==> src/rtl/scp_pkg.sv <==
package scp_pkg;
   // reset levels of the idle serial pins
   localparam logic CS_IDLE   = 1'b1;
   localparam logic SCLK_IDLE = 1'b1;
   localparam logic SDI_IDLE  = 1'b0;

   function automatic int unsigned sat_max(input int unsigned w);
      return (1 << w) - 1;
   endfunction
endpackage

==> src/rtl/scp_pin_sync.sv <==
module scp_pin_sync #(
   parameter int   STAGES  = 2,
   parameter logic RST_VAL = 1'b0
) (
   input  logic clk,
   input  logic rst_n,
   input  logic pin,
   output logic level,
   output logic rise,
   output logic fall
);
   logic [STAGES-1:0] chain;
   logic              prev;

   initial begin
      assert_sync_depth_R2: assert (STAGES >= 2)
         else $error("pin synchroniser needs two or more stages");
   end

   generate
      for (genvar s = 0; s < STAGES; s++) begin : g_stage
         if (s == 0) begin : g_first
            always_ff @(posedge clk or negedge rst_n)
               if (!rst_n) chain[0] <= RST_VAL;
               else        chain[0] <= pin;
         end else begin : g_next
            always_ff @(posedge clk or negedge rst_n)
               if (!rst_n) chain[s] <= RST_VAL;
               else        chain[s] <= chain[s-1];
         end
      end
   endgenerate

   always_ff @(posedge clk or negedge rst_n)
      if (!rst_n) prev <= RST_VAL;
      else        prev <= chain[STAGES-1];

   assign level = chain[STAGES-1];
   assign rise  = level & ~prev;
   assign fall  = ~level & prev;
endmodule

==> src/rtl/scp_frame_ctr.sv <==
module scp_frame_ctr #(
   parameter int DATA_W = 8,
   parameter int CNT_W  = 4,
   localparam int IDX_W = (DATA_W > 1) ? $clog2(DATA_W) : 1
) (
   input  logic             clk,
   input  logic             rst_n,
   input  logic             frame_start,
   input  logic             frame_end,
   input  logic             active,
   input  logic             clk_fall,
   input  logic             clk_rise,
   output logic [CNT_W-1:0] cnt,
   output logic             shift_en,
   output logic             exact,
   output logic             under,
   output logic             over,
   output logic             strobe,
   output logic [IDX_W-1:0] idx
);
   localparam logic [CNT_W-1:0] CNT_MAX  = CNT_W'(scp_pkg::sat_max(CNT_W));
   localparam logic [CNT_W-1:0] CNT_FULL = CNT_W'(DATA_W);

   initial begin
      assert_cnt_room_R6: assert (scp_pkg::sat_max(CNT_W) > DATA_W)
         else $error("counter too narrow to see an over-long frame");
   end

   logic tick;
   assign tick     = active & clk_fall;
   assign shift_en = tick & (cnt < CNT_FULL);
   assign exact    = (cnt == CNT_FULL);

   always_ff @(posedge clk or negedge rst_n) begin
      if (!rst_n) begin
         cnt    <= '0;
         under  <= 1'b0;
         over   <= 1'b0;
         strobe <= 1'b0;
         idx    <= '0;
      end else begin
         strobe <= shift_en;
         if (shift_en) idx <= cnt[IDX_W-1:0];
         if (frame_start) begin
            cnt   <= '0;
            under <= 1'b0;
            over  <= 1'b0;
         end else begin
            if (tick && cnt != CNT_MAX)             cnt   <= cnt + 1'b1;
            if (frame_end && cnt < CNT_FULL)        under <= 1'b1;
            if (active && clk_rise && cnt > CNT_FULL) over <= 1'b1;
         end
      end
   end

   assert_sat_R6: assert property (@(posedge clk) disable iff (!rst_n)
      (cnt == CNT_MAX && !frame_start) |=> (cnt == CNT_MAX));
   assert_over_needs_nine_R5: assert property (@(posedge clk) disable iff (!rst_n)
      over |-> (cnt > CNT_FULL));
   assert_clear_on_start_R10: assert property (@(posedge clk) disable iff (!rst_n)
      frame_start |=> (cnt == '0 && !under && !over));
endmodule

==> src/rtl/scp_shifter.sv <==
module scp_shifter #(
   parameter int DATA_W = 8
) (
   input  logic              clk,
   input  logic              rst_n,
   input  logic              shift_en,
   input  logic              din,
   output logic [DATA_W-1:0] word
);
   generate
      if (DATA_W == 1) begin : g_single
         always_ff @(posedge clk or negedge rst_n)
            if (!rst_n)        word <= '0;
            else if (shift_en) word <= din;
      end else begin : g_wide
         always_ff @(posedge clk or negedge rst_n)
            if (!rst_n)        word <= '0;
            else if (shift_en) word <= {din, word[DATA_W-1:1]};
      end
   endgenerate

   assert_hold_R2: assert property (@(posedge clk) disable iff (!rst_n)
      !shift_en |=> $stable(word));
endmodule

==> src/rtl/scp_cmd_reg.sv <==
module scp_cmd_reg #(
   parameter int DATA_W = 8
) (
   input  logic              clk,
   input  logic              rst_n,
   input  logic              commit,
   input  logic [DATA_W-1:0] new_cmd,
   input  logic [DATA_W-1:0] kill,
   output logic [DATA_W-1:0] cmd
);
   logic [DATA_W-1:0] cmd_nxt;

   always_comb begin
      cmd_nxt = commit ? new_cmd : cmd;
      cmd_nxt = cmd_nxt & ~kill;   // protection clear outranks a commit
   end

   always_ff @(posedge clk or negedge rst_n)
      if (!rst_n) cmd <= '0;
      else        cmd <= cmd_nxt;

   assert_kill_wins_R8: assert property (@(posedge clk) disable iff (!rst_n)
      (|kill) |=> ((cmd & $past(kill)) == '0));
   assert_quiet_R4: assert property (@(posedge clk) disable iff (!rst_n)
      (!commit && kill == '0) |=> $stable(cmd));
endmodule

==> src/rtl/serial_cmd_port.sv <==
module serial_cmd_port #(
   parameter int DATA_W      = 8,
   parameter int CNT_W       = 4,
   parameter int SYNC_STAGES = 2,
   localparam int IDX_W      = (DATA_W > 1) ? $clog2(DATA_W) : 1
) (
   input  logic              clk,
   input  logic              rst_n,
   input  logic              cs_n_pin,
   input  logic              sclk_pin,
   input  logic              sdi_pin,
   input  logic [DATA_W-1:0] fault_short,
   input  logic              over_temp,
   output logic [DATA_W-1:0] out_en,
   output logic              standby,
   output logic [CNT_W-1:0]  frame_clks,
   output logic              under_cnt,
   output logic              over_cnt,
   output logic              bit_strobe,
   output logic [IDX_W-1:0]  bit_idx
);
   logic cs_lvl, cs_rise, cs_fall;
   logic ck_lvl, ck_rise, ck_fall;
   logic di_lvl, di_rise, di_fall;
   logic shift_en, exact, commit;
   logic [DATA_W-1:0] word, kill;

   scp_pin_sync #(.STAGES(SYNC_STAGES), .RST_VAL(scp_pkg::CS_IDLE)) u_cs (
      .clk(clk), .rst_n(rst_n), .pin(cs_n_pin),
      .level(cs_lvl), .rise(cs_rise), .fall(cs_fall));
   scp_pin_sync #(.STAGES(SYNC_STAGES), .RST_VAL(scp_pkg::SCLK_IDLE)) u_ck (
      .clk(clk), .rst_n(rst_n), .pin(sclk_pin),
      .level(ck_lvl), .rise(ck_rise), .fall(ck_fall));
   scp_pin_sync #(.STAGES(SYNC_STAGES), .RST_VAL(scp_pkg::SDI_IDLE)) u_di (
      .clk(clk), .rst_n(rst_n), .pin(sdi_pin),
      .level(di_lvl), .rise(di_rise), .fall(di_fall));

   scp_frame_ctr #(.DATA_W(DATA_W), .CNT_W(CNT_W)) u_ctr (
      .clk(clk), .rst_n(rst_n),
      .frame_start(cs_fall), .frame_end(cs_rise), .active(~cs_lvl),
      .clk_fall(ck_fall), .clk_rise(ck_rise),
      .cnt(frame_clks), .shift_en(shift_en), .exact(exact),
      .under(under_cnt), .over(over_cnt),
      .strobe(bit_strobe), .idx(bit_idx));

   scp_shifter #(.DATA_W(DATA_W)) u_sr (
      .clk(clk), .rst_n(rst_n), .shift_en(shift_en), .din(di_lvl), .word(word));

   assign commit = cs_rise & exact;
   assign kill   = fault_short & {DATA_W{over_temp}};

   scp_cmd_reg #(.DATA_W(DATA_W)) u_cmd (
      .clk(clk), .rst_n(rst_n), .commit(commit), .new_cmd(word),
      .kill(kill), .cmd(out_en));

   assign standby = ~|out_en;

   logic unused_edges;
   assign unused_edges = di_rise ^ di_fall ^ ck_lvl;

   assert_strobe_idx_R9: assert property (@(posedge clk) disable iff (!rst_n)
      bit_strobe |-> (frame_clks == CNT_W'(bit_idx) + 1'b1));
   assert_idle_no_strobe_R2: assert property (@(posedge clk) disable iff (!rst_n)
      (cs_lvl && $past(cs_lvl)) |-> !bit_strobe);
   assert_commit_exact_R3: assert property (@(posedge clk) disable iff (!rst_n)
      (cs_rise && frame_clks != CNT_W'(DATA_W) && kill == '0) |=> $stable(out_en));
endmodule

==> config.mk <==
export PLATFORM = sky130hd
export DESIGN_NAME = serial_cmd_port
export DESIGN_NICKNAME = d
export VERILOG_FILES = /design/src/rtl/scp_pkg.sv /design/src/rtl/scp_pin_sync.sv /design/src/rtl/scp_frame_ctr.sv /design/src/rtl/scp_shifter.sv /design/src/rtl/scp_cmd_reg.sv /design/src/rtl/serial_cmd_port.sv
export SDC_FILE = /design/constraint.sdc
export NUM_CORES = 1
export LEC_CHECK = 0
export CAP_MARGIN = 15
export CORE_MARGIN = 2
export CORE_UTILIZATION = 42
export CTS_BUF_LIST = sky130_fd_sc_hd__clkbuf_2
export CTS_CLUSTER_DIAMETER = 150
export CTS_CLUSTER_SIZE = 30
export DETAILED_ROUTE_END_ITERATION = 6
export DONT_BUFFER_PORTS = 1
export SLEW_MARGIN = 40
export SYNTH_ARGS = -nofsm -noshare
export SYNTH_HDL_FRONTEND = slang
export SYNTH_SLANG_ARGS = --single-unit
export TNS_END_PERCENT = 1
==> constraint.sdc <==
create_clock -name clk -period 1.5 [get_ports clk]
set_input_delay 0.075 -clock clk [delete_from_list [all_inputs] [get_ports clk]]
set_output_delay 0.075 -clock clk [all_outputs]
set_load 0.05 [all_outputs]
Word level (Yosys, flattened, before mapping)
Cells that the tools add are included.
{"block": "word_totals", "ff_bits": 34}
{"block": "classes", "add_sub_neg": 1, "order_cmp": 2, "n_eq_ne": 2, "n_mux": 7, "bitwise_logic": 14, "n_reduce_logical": 9}
{"operator": "8-bit AND", "n": 2}
{"operator": "4-bit two-way mux", "n": 2}
{"operator": "8-bit two-way mux", "n": 1}
{"operator": "8-bit NOT", "n": 1}
{"operator": "8-bit OR reduction", "n": 1}
{"operator": "1-bit AND", "n": 7}
{"operator": "2-bit nonzero test", "n": 3}
{"operator": "4-bit by 1-bit adder with 4-bit output (second input constant)", "n": 1}
{"operator": "4-bit == test (second input constant)", "n": 1}
{"operator": "4-bit greater-than comparator (second input constant)", "n": 1}
{"operator": "1-bit logical AND", "n": 4}
{"operator": "4-bit less-than comparator (second input constant)", "n": 1}
{"operator": "1-bit two-way mux", "n": 4}
{"operator": "4-bit inequality test (second input constant)", "n": 1}
{"operator": "1-bit NOT", "n": 4}
{"operator": "1-bit logical NOT", "n": 1}

Logic depth before layout (Yosys ltp)
{"block": "depth", "word_depth": 6, "depth_mapped": 7, "depth_no_buf": 5}

Cells and area by module
Synthesis repeated with hierarchy kept, for this count alone.
{"block": "unflattened", "cells_unflattened": 111, "area_unflattened_um2": 1485.2}
{"module": "scp_frame_ctr", "instances": 1, "cells_each": 41, "area_per_inst_um2": 475.5, "seq_area_each_um2": 250.2}
{"module": "scp_shifter", "instances": 1, "cells_each": 17, "area_per_inst_um2": 331.6, "seq_area_each_um2": 200.2}
{"module": "scp_cmd_reg", "instances": 1, "cells_each": 25, "area_per_inst_um2": 321.6, "seq_area_each_um2": 200.2}
{"module": "scp_pin_sync at u_ck ...", "instances": 2, "cells_each": 5, "area_per_inst_um2": 93.8, "seq_area_each_um2": 78.8}
{"module": "scp_pin_sync at u_di", "instances": 1, "cells_each": 5, "area_per_inst_um2": 90.1, "seq_area_each_um2": 75.1}
{"module": "serial_cmd_port", "instances": 1, "cells_each": 13, "area_per_inst_um2": 78.8, "seq_area_each_um2": 0.0}

Worst setup path before layout
No wires, ideal clock.
{"block": "synth_path", "path_type": "register to register", "from": "register u_ctr.cnt[0]", "to": "register u_cmd.cmd[0]", "setup_ns": 0.104, "t_arrival_ns": 1.817, "t_required_ns": 1.396, "setup_slack_ns": -0.421, "stages_incl_launch_ff": 8, "path_buffers": 2, "period_less_slack_ns": 1.921, "cell_sequence": "dfrtp_1 > inv_1 > ha_1 > and4bb_1 > buf_4 > and2_4 > buf_6 > a221oi_1"}
{"block": "synth_between", "elab_chain_len": 4}
{"element": "start: declaration", "line": "scp_frame_ctr.sv:13", "rtl": "output logic [CNT_W-1:0] cnt,"}
{"element": "start signal: assignment", "line": "scp_frame_ctr.sv:49", "rtl": "if (tick && cnt != CNT_MAX) cnt <= cnt + 1'b1;"}
{"element": "4-bit == test", "line": "scp_frame_ctr.sv:32", "rtl": "assign exact = (cnt == CNT_FULL);"}
{"element": "1-bit AND", "line": "serial_cmd_port.sv:49", "rtl": "assign commit = cs_rise & exact;"}
{"element": "8-bit two-way mux", "line": "scp_cmd_reg.sv:14", "rtl": "cmd_nxt = commit ? new_cmd : cmd;"}
{"element": "8-bit AND", "line": "scp_cmd_reg.sv:15", "rtl": "cmd_nxt = cmd_nxt & ~kill;"}
{"element": "via u_cmd.cmd_nxt[0]", "line": "scp_cmd_reg.sv:11", "rtl": "logic [DATA_W-1:0] cmd_nxt;"}
{"element": "end signal: assignment", "line": "scp_cmd_reg.sv:20", "rtl": "else cmd <= cmd_nxt;"}
{"element": "end: declaration", "line": "scp_cmd_reg.sv:9", "rtl": "output logic [DATA_W-1:0] cmd"}
The timed path passes the listed nets, and every way through them passes these cells.
A chain may end at the register's enable or synchronous reset.

Worst setup path after layout
{"block": "layout_path", "from": "register u_cmd.cmd[6]", "to": "output port standby"}
{"block": "layout_between", "elab_chain_len": 2}
{"element": "8-bit OR reduction", "line": "serial_cmd_port.sv:56", "rtl": "assign standby = ~|out_en;"}
{"element": "1-bit logical NOT", "line": "serial_cmd_port.sv:56"}
{"element": "end: declaration", "line": "serial_cmd_port.sv:15", "rtl": "output logic standby,"}
No other way between the ends.

==> results.md <==
- Ant diodes: 0
- Post-route DRC: 0
- Number of DRC markers in iteration 0: 40
- RSZ-0062 raised after global routing: yes
- Initial Utilization: 0.4305
- Distinct cell type count after synthesis: 32
- Max Cap Viol: 0
- Synth top area share: 0.4956
- Flip-flop and latch count after synthesis: 34
- Die area: 0.003846 sq mm
- Crit Path Class: reg -> out
- Gr ovfl total: 0
- Reg2reg path depth: 3
- Core box area: 0.003284 sq mm
- Peak VDD IR: 0.7027 mV
- Placed cell count: 175
- DP HPWL: 2.038 mm
- First-pass GRT wire length: 4.685 mm
- Clk_skew: 0.01778 ns
- Commonest non-fill, non-tap cell in the layout: dfrtp_1
- Startpoint class of the critical path: flop
- GRT Overall Usage: 0.1753
- Met3 wire length: 157 microns
- Most frequent cells in the layout: dfrtp_1 (26), buf_4 (21), a21oi_1 (13), dlygate4sd3_1 (13), inv_1 (9)
- Routability congestion estimate: 0.7446
- CTS clk-pin slew, worst paths: 0.17 ns
- Worst slew pin tran: 0.5160 ns
- Crit Path Max Fanout: 2
- Clk_lat worst skew: 0.38 ns
- HP Class: in -> async
- Area delta synth->final: 34.60%
- Slowest cell on the critical path: or4_4
- Worst path required time: 1.42 ns
- Final Critical Period: 1.705 ns
- Yosys warnings: 0
- Final hold vios: 0
- Synth area leader: dfrtp_1
- Crit-path cells: or4_4, nor2_4, buf_12
- Power Total: 1.880 mW
- R2r setup slk: -0.10 ns
- Max Fclk: 586.5 MHz
- Maximum root-to-sink buffer count: 2
- Critical Path AT: 1.63 ns
- # setup viols final: 12
- Leakage: 0.8900 nW
- Top routing layer used: met4
- Final Cycle Share: 1.137
- Final Max Tran Viols: 0
- Clk root buf: clkbuf_2
- CTS H-tree lvls: 2
- Bufs and invs on worst path: 1
- Power Dens Cells: 987.7 mW/mm^2
- Mapped Avg Cell Area: 12.74 sq um
- Asr flop ratio synth: 1.000
- Largest stage delay on the critical path: 0.55 ns
- Port Buffers: 0
- Register area share after synthesis: 0.6071
- Dpl ws: -0.07061 ns
- TritonCTS clock tree: yes
- CP Capture Type: output pin
- Mapped Cells: 111
- Fin nets: 167
- Reg-to-Reg End: u_ctr.idx[2]$_DFFE_PN0P_
- Share of cells above drive strength 1: 0.4342
- Post-Layout Cell Count: 198
- Most used DFF post-synth: dfrtp_1
- Clock sink total: 34
- Post-DRT Antenna Nets: 0
- Met2 wire len: 1.504 mm
- Num CTS Buffers: 5
- Status: complete, but fails checks
- Num ports: 33
- Die Width: 62.02 microns
- Post-synth EDFFs: 0
- Net count after synthesis: 127
- CP top delay family: simple AND/OR/NAND/NOR gates
- Wirelength per Cell: 15.47 microns
- Height of the die: 62.02 microns
- Routed wire length: 3.064 mm
- Critical R2R Launch: u_ck.prev$_DFF_PN1_
- Largest net degree at the start of global routing: 35
- Failing checks: negative setup slack
- Util after Layout: 0.5794
- Via count: 1001
- M1 WL: 1.334 mm
- Num rows: 21
- Synth top area cells: dfrtp_1 (50%), dfstp_2 (11%), a221oi_1 (5.0%), mux2i_1 (5.0%), a21oi_1 (4.6%)
- DRT Pass-1 Iters: 3
- Netlist Area Pre-Place: 0.001414 sq mm
- Max-slew headroom: 0.6548
- DR vias/cell: 5.056
- Initial antenna violation count: 0
- Number of global-route vias before repair: 1016
- Final worst slack: -0.2051 ns
-- power by group --
group	total [mW]	internal [mW]	switching, mW
clock network	0.410	0.115	0.295
registers	1.09	1.03	0.0602
logic	0.375	0.138	0.237
-- state kept, by name, summed over array words and instances, names as in the netlist --
register      flops
u_sr.word         8
u_ck.chain        1
u_ctr.over        1
u_ck.prev         1
u_di.level        1
u_cs.prev         1
u_ctr.cnt         4
u_ctr.idx         3
u_cmd.cmd         8
u_cs.level        1
u_ctr.under       1
u_di.chain        1
u_ctr.strobe      1
u_cs.chain        1
u_ck.level        1
-- kinds of logic after synthesis --
group	Yosys count	share of synthesized area
AO/OA/AOI/OAI	27	0.1230
buffers and inverters	16	0.05575
adder cells (fa/ha/maj)	2	0.01770
AND/OR/NAND/NOR	21	0.1097
multiplexers	11	0.08673
flip-flops	34	0.6071
-- how the worst max path moves through the flow --
stage	slack, ns	cells after the start	end	start
after floorplan	-0.15	7	u_cmd.cmd[5]$_DFF_PN0_	u_ctr.cnt[0]$_DFFE_PN0P_
after detailed placement	-0.07	3	u_sr.word[7]$_DFFE_PN0P_	u_ck.prev$_DFF_PN1_
final	-0.21	3	standby	u_cmd.cmd[6]$_DFF_PN0_
after global routing	-0.28	3	standby	u_cmd.cmd[6]$_DFF_PN0_
after global placement	-0.05	3	u_sr.word[7]$_DFFE_PN0P_	u_ck.prev$_DFF_PN1_
after CTS	-0.22	3	standby	u_cmd.cmd[4]$_DFF_PN0_
-- timing repair --
item                                    CTS  global route
hold buffers                             14             0
pin swaps                                 4             3
endpoints found under the setup margin   17            22
setup buffers                             0             1
gates resized for setup                   4             2
hold endpoints to repair                 45             0
-- area by class of cell --
type	instances	area (sq um)
repair buffers	38	350.3
clock buffers	6	30.03
well taps	46	57.56
multi-input cells	61	554.3
clock inverters	2	8.758
fillers	292	1381
inverters	11	41.29
flip-flops and latches	34	860.8
-- cell usage after synthesis, drive strengths merged (3+ instances only) --
master,instances
dfstp,6
buf,4
a221oi,8
nand3,4
dfrtp,28
nor2,3
o21ai,3
a21oi,13
mux2,4
inv,11
mux2i,7
-- per-layer routing --
layer,vias to the layer above,global-route usage
met5,-,0
met4,0,0.07903
met3,8,0.07039
met2,26,0.2708
met1,493,0.2160
li1,474,-
-- per-stage QoR --
stage / instance area (sq um) / TNS, ns / hold WS [ns]
final: 1903 / -0.8820 / 0.1182
after global routing: 1903 / -1.973 / 0.1049
after CTS: 1882 / -0.9236 / 0.09749
after detailed placement: 1682 / -0.4395 / -0.2197
after global placement: 1682 / -0.1473 / -0.2197
after floorplan: 1480 / -1.493 / -0.2206
(Power assumes the default switching activity.)
